### config.mk
export PLATFORM = sky130hd
export DESIGN_NAME = nor_cmd_seq
export DESIGN_NICKNAME = d
export VERILOG_FILES = /design/src/rtl/nor_cmd_seq.sv
export SDC_FILE = /design/constraint.sdc
export NUM_CORES = 1
export LEC_CHECK = 0
export ABC_AREA = 1
export BUFFER_PORTS_ARGS = -buffer_cell sky130_fd_sc_hd__buf_2
export CELL_PAD_IN_SITES_DETAIL_PLACEMENT = 2
export CELL_PAD_IN_SITES_GLOBAL_PLACEMENT = 2
export CORE_ASPECT_RATIO = 0.9
export CORE_MARGIN = 2
export CORE_UTILIZATION = 29
export DETAILED_ROUTE_END_ITERATION = 8
export GPL_TIMING_DRIVEN = 0
export HOLD_SLACK_MARGIN = 0.02
export PLACE_DENSITY = 0.75
export SLEW_MARGIN = 40
export SYNTH_ARGS = -nofsm -noshare
export SYNTH_HDL_FRONTEND = slang
export SYNTH_SLANG_ARGS = --single-unit
### constraint.sdc
create_clock -name clk -period 2.5 [get_ports clk]
set_input_delay 0.25 -clock clk [delete_from_list [all_inputs] [get_ports clk]]
set_output_delay 0.25 -clock clk [all_outputs]
set_load 0.02 [all_outputs]
### src/rtl/nor_cmd_seq.sv
module nor_cmd_seq #(
  parameter int AW      = 24,
  parameter int DW      = 16,
  parameter int BUF_MAX = 32,
  parameter int SLOT    = 4,
  localparam int CW     = $clog2(BUF_MAX + 1)
) (
  input  logic          clk,
  input  logic          rst_n,
  input  logic          req_valid,
  output logic          req_ready,
  input  logic [2:0]    req_op,
  input  logic [AW-1:0] req_addr,
  input  logic [DW-1:0] req_data,
  input  logic [CW-1:0] req_count,
  input  logic          wd_valid,
  output logic          wd_ready,
  input  logic [DW-1:0] wd_data,
  output logic          bus_cyc,
  output logic [AW-1:0] bus_addr,
  output logic [DW-1:0] bus_data,
  output logic          bus_we_n,
  output logic          done,
  output logic          err
);
  localparam int SW = CW + 3;
  localparam int TW = (SLOT > 2) ? $clog2(SLOT) : 2;

  localparam logic [2:0] OP_RESET = 3'd0;
  localparam logic [2:0] OP_IDENT = 3'd1;
  localparam logic [2:0] OP_QUERY = 3'd2;
  localparam logic [2:0] OP_PROG  = 3'd3;
  localparam logic [2:0] OP_BUF   = 3'd4;
  localparam logic [2:0] OP_SECT  = 3'd5;
  localparam logic [2:0] OP_CHIP  = 3'd6;

  localparam logic [AW-1:0] A_555 = AW'(12'h555);
  localparam logic [AW-1:0] A_2AA = AW'(12'h2AA);
  localparam logic [AW-1:0] A_055 = AW'(12'h055);

  typedef enum logic [1:0] {ST_IDLE, ST_LOAD, ST_SLOT, ST_DONE} st_t;

  st_t           state;
  logic [2:0]    op_q;
  logic [AW-1:0] addr_q;
  logic [DW-1:0] data_q;
  logic [CW-1:0] cnt_q;
  logic [SW-1:0] step;
  logic [TW-1:0] tick;
  logic [AW-1:0] bus_addr_q;
  logic [DW-1:0] bus_data_q;
  logic          err_q;

  logic [AW-1:0] s_addr;
  logic [DW-1:0] s_data;
  logic          s_word;
  logic [SW-1:0] last_step;
  logic [SW-1:0] wofs;
  logic          bad_req;

  assign wofs    = step - SW'(4);
  assign bad_req = (req_op == 3'd7) ||
                   ((req_op == OP_BUF) && ((req_count == '0) || (req_count > CW'(BUF_MAX))));

  always_comb begin
    case (op_q)
      OP_IDENT: last_step = SW'(2);
      OP_PROG:  last_step = SW'(3);
      OP_BUF:   last_step = SW'(cnt_q) + SW'(4);
      OP_SECT,
      OP_CHIP:  last_step = SW'(5);
      default:  last_step = '0;
    endcase
  end

  always_comb begin
    s_addr = '0;
    s_data = '0;
    s_word = 1'b0;
    case (op_q)
      OP_RESET: s_data = DW'(8'hF0);
      OP_QUERY: begin s_addr = A_055; s_data = DW'(8'h98); end
      default: begin
        if (step == SW'(0)) begin
          s_addr = A_555; s_data = DW'(8'hAA);
        end else if (step == SW'(1)) begin
          s_addr = A_2AA; s_data = DW'(8'h55);
        end else begin
          case (op_q)
            OP_IDENT: begin s_addr = A_555; s_data = DW'(8'h90); end
            OP_PROG: begin
              if (step == SW'(2)) begin s_addr = A_555;  s_data = DW'(8'hA0); end
              else                begin s_addr = addr_q; s_data = data_q;     end
            end
            OP_BUF: begin
              if (step == SW'(2)) begin
                s_addr = addr_q; s_data = DW'(8'h25);
              end else if (step == SW'(3)) begin
                s_addr = addr_q; s_data = DW'(cnt_q - CW'(1));
              end else if (step < SW'(cnt_q) + SW'(4)) begin
                s_addr = addr_q + AW'(wofs); s_word = 1'b1;
              end else begin
                s_addr = addr_q + AW'(cnt_q) - AW'(1); s_data = DW'(8'h29);
              end
            end
            default: begin
              case (step)
                SW'(2):  begin s_addr = A_555; s_data = DW'(8'h80); end
                SW'(3):  begin s_addr = A_555; s_data = DW'(8'hAA); end
                SW'(4):  begin s_addr = A_2AA; s_data = DW'(8'h55); end
                default: begin
                  if (op_q == OP_SECT) begin s_addr = addr_q; s_data = DW'(8'h30); end
                  else                 begin s_addr = A_555;  s_data = DW'(8'h10); end
                end
              endcase
            end
          endcase
        end
      end
    endcase
  end

  always_ff @(posedge clk or negedge rst_n) begin
    if (!rst_n) begin
      state      <= ST_IDLE;
      op_q       <= '0;
      addr_q     <= '0;
      data_q     <= '0;
      cnt_q      <= '0;
      step       <= '0;
      tick       <= '0;
      bus_addr_q <= '0;
      bus_data_q <= '0;
      err_q      <= 1'b0;
    end else begin
      err_q <= 1'b0;
      case (state)
        ST_IDLE: begin
          if (req_valid) begin
            if (bad_req) begin
              err_q <= 1'b1;
            end else begin
              op_q   <= req_op;
              addr_q <= req_addr;
              data_q <= req_data;
              cnt_q  <= req_count;
              step   <= '0;
              state  <= ST_LOAD;
            end
          end
        end
        ST_LOAD: begin
          if (!s_word || wd_valid) begin
            bus_addr_q <= s_addr;
            bus_data_q <= s_word ? wd_data : s_data;
            tick       <= '0;
            state      <= ST_SLOT;
          end
        end
        ST_SLOT: begin
          if (tick == TW'(SLOT - 1)) begin
            if (step == last_step) begin
              state <= ST_DONE;
            end else begin
              step  <= step + SW'(1);
              state <= ST_LOAD;
            end
          end else begin
            tick <= tick + TW'(1);
          end
        end
        default: state <= ST_IDLE;
      endcase
    end
  end

  assign req_ready = (state == ST_IDLE);
  assign wd_ready  = (state == ST_LOAD) && s_word;
  assign bus_cyc   = (state == ST_SLOT);
  assign bus_we_n  = !(bus_cyc && (tick != '0) && (tick != TW'(SLOT - 1)));
  assign bus_addr  = bus_addr_q;
  assign bus_data  = bus_data_q;
  assign done      = (state == ST_DONE);
  assign err       = err_q;
endmodule

==> flow_results.xml <==
<?xml version="1.0" encoding="UTF-8"?>
<metrics>
  <group name="grt">
    <metric name="maximum_number_of_pins_on_one_net_before_global_route_repair" unit="">57</metric>
    <metric name="grt_met1_usage" unit="%">34.71</metric>
    <metric name="globalRoute.totalOverflow" unit="">0</metric>
    <metric name="grt_use_met2" unit="%">47.01</metric>
    <metric name="grt.met3_usage" unit="%">3.569</metric>
    <metric name="initial_antenna_violation_count" unit="">0</metric>
    <metric name="grt_util_all_layers" unit="%">27.04</metric>
    <metric name="number_of_global_route_vias_before_repair" unit="">11370</metric>
    <metric name="wire_length_of_the_first_global_routing_pass" unit="um">66870</metric>
    <metric name="gr-max-usage-layer" unit="">met2</metric>
  </group>
  <group name="clock_tree">
    <metric name="numCtsBuffers" unit="">9</metric>
    <metric name="cts.path.max_buffers" unit="">2</metric>
    <metric name="clock_insertion_delay_worst_skew" unit="ns">0.39</metric>
    <metric name="tritoncts_clock_tree" unit="">built</metric>
    <metric name="cts_sinks" unit="">103</metric>
    <metric name="clkTransAtPathRegs" unit="ns">0.09</metric>
    <metric name="clock_tree.root_cell" unit="">clkbuf_16</metric>
    <metric name="cts_htree_levels" unit="">3</metric>
  </group>
  <group name="worst_setup_path">
    <metric name="path_common_cell" unit="">nand2_1</metric>
    <metric name="critical_path_peak_fanout" unit="">6</metric>
    <metric name="timing.rr.start" unit="">step[2]</metric>
    <metric name="critical_path.endpoint_type" unit="">flip-flop</metric>
    <metric name="cp_data_arrival_time" unit="ns">3.17</metric>
    <metric name="path_class" unit="">reg2reg</metric>
    <metric name="setup.reg_to_reg.worst_slack" unit="ns">-0.41</metric>
    <metric name="critical_path.cell_chain" unit="">inv_6 &gt; ha_1 &gt; inv_1 &gt; ha_1 &gt; nand2_1 &gt; nand2_1 &gt; inv_1 &gt; o21ai_2 &gt; nand2_1 &gt; nand2_1 &gt; nand2_1 &gt; nand3_2 &gt; nand3_2 &gt; nand2_2 &gt; nand3_2 &gt; nand2_1 &gt; nand2_2 &gt; nand2_2 &gt; nand2_1</metric>
    <metric name="cp-startpoint" unit="">step[2]</metric>
    <metric name="rr_worst_depth" unit="">19</metric>
    <metric name="worst_ep_required_time" unit="ns">2.76</metric>
    <metric name="timing.rr.end" unit="">bus_addr[8]</metric>
    <metric name="start_kind" unit="">flip-flop</metric>
    <metric name="critical_path.max_stage_delay" unit="ns">0.42</metric>
    <metric name="cpMaxStageDelayCell" unit="">dfrtp_2</metric>
    <metric name="cp-endpoint" unit="">bus_addr[8]</metric>
  </group>
  <group name="logic_synthesis">
    <metric name="synthesis.area_per_instance" unit="um^2">6.625</metric>
    <metric name="postSynth.asyncResetShare" unit="%">100.0</metric>
    <metric name="post_synth_num_cell_types" unit="">48</metric>
    <metric name="synth_seq_cells" unit="">103</metric>
    <metric name="proportion_of_synthesized_chip_area_in_sequential_cells" unit="%">28.80</metric>
    <metric name="synth_nets" unit="">1492</metric>
    <metric name="synth_enable_flop_cells" unit="">0</metric>
    <metric name="synthesis.instances" unit="">1351</metric>
    <metric name="ys.warnings.count" unit="">0</metric>
    <metric name="syn-cell-area" unit="um^2">8950</metric>
    <metric name="primary_flip_flop_cell_chosen_by_synthesis_mapping" unit="">dfrtp_1</metric>
  </group>
  <group name="place">
    <metric name="postPlaceCellArea" unit="um^2">10070</metric>
    <metric name="gp_routability_congestion" unit="">0.8684</metric>
    <metric name="hpwlAfterDp" unit="um">30480</metric>
    <metric name="place.port_buffers" unit="">114</metric>
  </group>
  <group name="floorplanning">
    <metric name="dieHeight" unit="um">170.7</metric>
    <metric name="placeableCoreArea" unit="um^2">30610</metric>
    <metric name="placement_rows" unit="">61</metric>
    <metric name="initial_utilization" unit="%">29.24</metric>
    <metric name="io_pins" unit="">115</metric>
    <metric name="design.die.area" unit="um^2">32280</metric>
    <metric name="die_width" unit="um">189.2</metric>
  </group>
  <group name="timing">
    <metric name="max_freq" unit="MHz">343.7</metric>
    <metric name="worst_margin_pin_slew" unit="ns">0.7917</metric>
    <metric name="setup_repair_after_global_routing_missed_its_margin" unit="">true</metric>
    <metric name="slew_violations" unit="">0</metric>
    <metric name="count_of_final_setup_violators" unit="">45</metric>
    <metric name="period_needed" unit="ns">2.909</metric>
    <metric name="timing.final.crit_share" unit="%">116.4</metric>
    <metric name="relSlewSlack" unit="%">47.22</metric>
    <metric name="setup_slack" unit="ns">-0.4093</metric>
    <metric name="final.setup_skew" unit="ns">0.02133</metric>
    <metric name="number_of_hold_violations_in_the_final_report" unit="">0</metric>
  </group>
  <group name="final_layout">
    <metric name="synthToLayoutAreaGrowth" unit="%">42.40</metric>
    <metric name="mostFrequentLayoutCells" unit="">nand2_1, inv_1, buf_2</metric>
    <metric name="fin_nets" unit="">1711</metric>
    <metric name="final.fill_count" unit="">3567</metric>
    <metric name="post_route_cells_drive_above_1_share" unit="%">35.56</metric>
    <metric name="leading_cell_type_in_the_layout_fill_and_taps_excluded" unit="">nand2_1</metric>
    <metric name="layout.cell_area.non_filler" unit="um^2">12740</metric>
    <metric name="layout.core_utilization" unit="%">41.64</metric>
    <metric name="antenna_cells_inserted" unit="">0</metric>
  </group>
  <group name="routing">
    <metric name="detail_route.first_pass.iterations" unit="">5</metric>
    <metric name="finalWirelength" unit="um">49030</metric>
    <metric name="ant_nets" unit="">0</metric>
    <metric name="post_drt_via_cell_ratio" unit="">5.343</metric>
    <metric name="detail_route.iter0.violations" unit="">572</metric>
    <metric name="wire_per_inst" unit="um">24.71</metric>
    <metric name="routed-via-count" unit="">10600</metric>
    <metric name="route.detailed.drc" unit="">0</metric>
  </group>
  <group name="job">
    <metric name="max_cap_viol_count" unit="">0</metric>
  </group>
  <group name="worst_hold_path">
    <metric name="timing.hold.worst.class" unit="">in2reg</metric>
  </group>
  <group name="pwr">
    <metric name="power.density_cell_area" unit="nW/um^2">1627</metric>
    <metric name="static-leakage-power" unit="nW">6.265</metric>
    <metric name="fin_total_pwr" unit="mW">20.74</metric>
    <metric name="irDropWorstVdd" unit="mV">0.5040</metric>
  </group>
  <group name="outcome">
    <metric name="violations" unit="">negative setup slack</metric>
    <metric name="status" unit="">finished, violations left</metric>
  </group>
</metrics>
-- area by class of cell --
cell class / count / area, um^2 / share of cell area [%]
Timing Repair inverter: 1 / 16.27 / 0.1276
Multi-Input combinational cell: 1041 / 6834 / 53.62
Timing Repair Buffer: 209 / 1488 / 11.67
Tap cell: 409 / 511.7 / 4.015
Buffer: 34 / 281.5 / 2.209
Sequential cell: 103 / 2601 / 20.41
Clock buffer: 10 / 239.0 / 1.875
Clock inverter: 6 / 82.58 / 0.6479
Inverter: 171 / 690.7 / 5.419
-- metal layers --
layer / part of all wire (%) / routed length (um) / vias up
met5: 0 / 0 / -
met4: 3.4 / 1671 / 0
met3: 3.4 / 1679 / 92
met2: 50 / 24460 / 280
met1: 43 / 21210 / 5427
li1: - / - / 4801
-- cells by family after synthesis --
family | share of synthesized area [%]
simple gates | 33.93
xor+xnor | 3.327
compound gates | 12.55
buf+inv | 9.269
flops | 28.80
mux | 1.887
fa+ha+maj | 10.23
-- timing repair --
action / 4_1_cts / 5_1_grt
pin swaps: 39 / 73
gates resized for setup: 209 / 221
gates cloned: 4 / 2
setup endpoints to repair: 46 / 75
hold endpoints to repair: 47 / 0
buffers inserted: 51 / 39
hold buffers: 1 / 0
-- worst max-delay path, delay by kind of cell (launching register included) --
| family | cells | cell delay, ns |
|---|---|---|
| flops | 1 | 0.42 |
| simple gates | 13 | 1.31 |
| buf+inv | 3 | 0.22 |
| compound gates | 1 | 0.15 |
| fa+ha+maj | 2 | 0.71 |
-- per-stage QoR --
stage          cells  worst slack (ns)  hold WS, ns  setup TNS [ns]
6_report        1984           -0.4093      0.09821          -12.14
2_1_floorplan   1351           0.01403     -0.04559               0
5_1_grt         1984           -0.5498       0.1032          -16.67
3_3_place_gp    1874           -0.8699       0.4580          -63.20
4_1_cts         1944           -0.3064      0.09699          -6.468
3_5_place_dp    1875           -0.9167       0.2024          -36.49
-- state kept, by name, summed over array words and instances, names as in the netlist --
register,count
addr_q,24
bus_addr,24
bus_data,16
cnt_q,6
data_q,16
err,1
op_q,3
state,2
step,9
tick,2
-- how the worst min path moves through the flow --
stage / to / from / depth (start not counted)
after floorplan: addr_q[0] / rst_n / 0
after global placement: bus_addr[16] / bus_addr[16] / 2
after detailed placement: addr_q[14] / rst_n / 1
after CTS: data_q[11] / req_data[11] / 2
after global routing: data_q[12] / req_data[12] / 2
final: data_q[1] / req_data[1] / 2
-- synth_stat cells (3+ instances only) --
cell type | count | area [um^2]
inv_1 | 156 | 585.6
nand2_1 | 394 | 1479
mux2_2 | 15 | 168.9
nor2_4 | 4 | 45.04
nor2_1 | 142 | 533.0
nand3b_1 | 9 | 67.56
o21ai_0 | 74 | 370.4
buf_4 | 3 | 22.52
nor3_1 | 11 | 55.05
xnor2_1 | 9 | 78.83
nor2_2 | 7 | 43.79
clkbuf_1 | 11 | 41.29
ha_1 | 70 | 875.8
a31oi_1 | 8 | 50.05
a21oi_1 | 102 | 510.5
o21ai_1 | 6 | 30.03
xor2_1 | 25 | 219.0
inv_2 | 12 | 45.04
a21boi_0 | 3 | 22.52
nand4_1 | 22 | 137.6
dfrtp_1 | 103 | 2577
buf_2 | 19 | 95.09
a21o_1 | 4 | 30.03
nand3_1 | 107 | 535.5
-- report_power, final --
group	switching (mW)	internal, mW
clock network	0.830	0.832
registers	0.983	2.42
logic	10.0	5.67
Note: power is estimated with default switching activity, not from simulation.
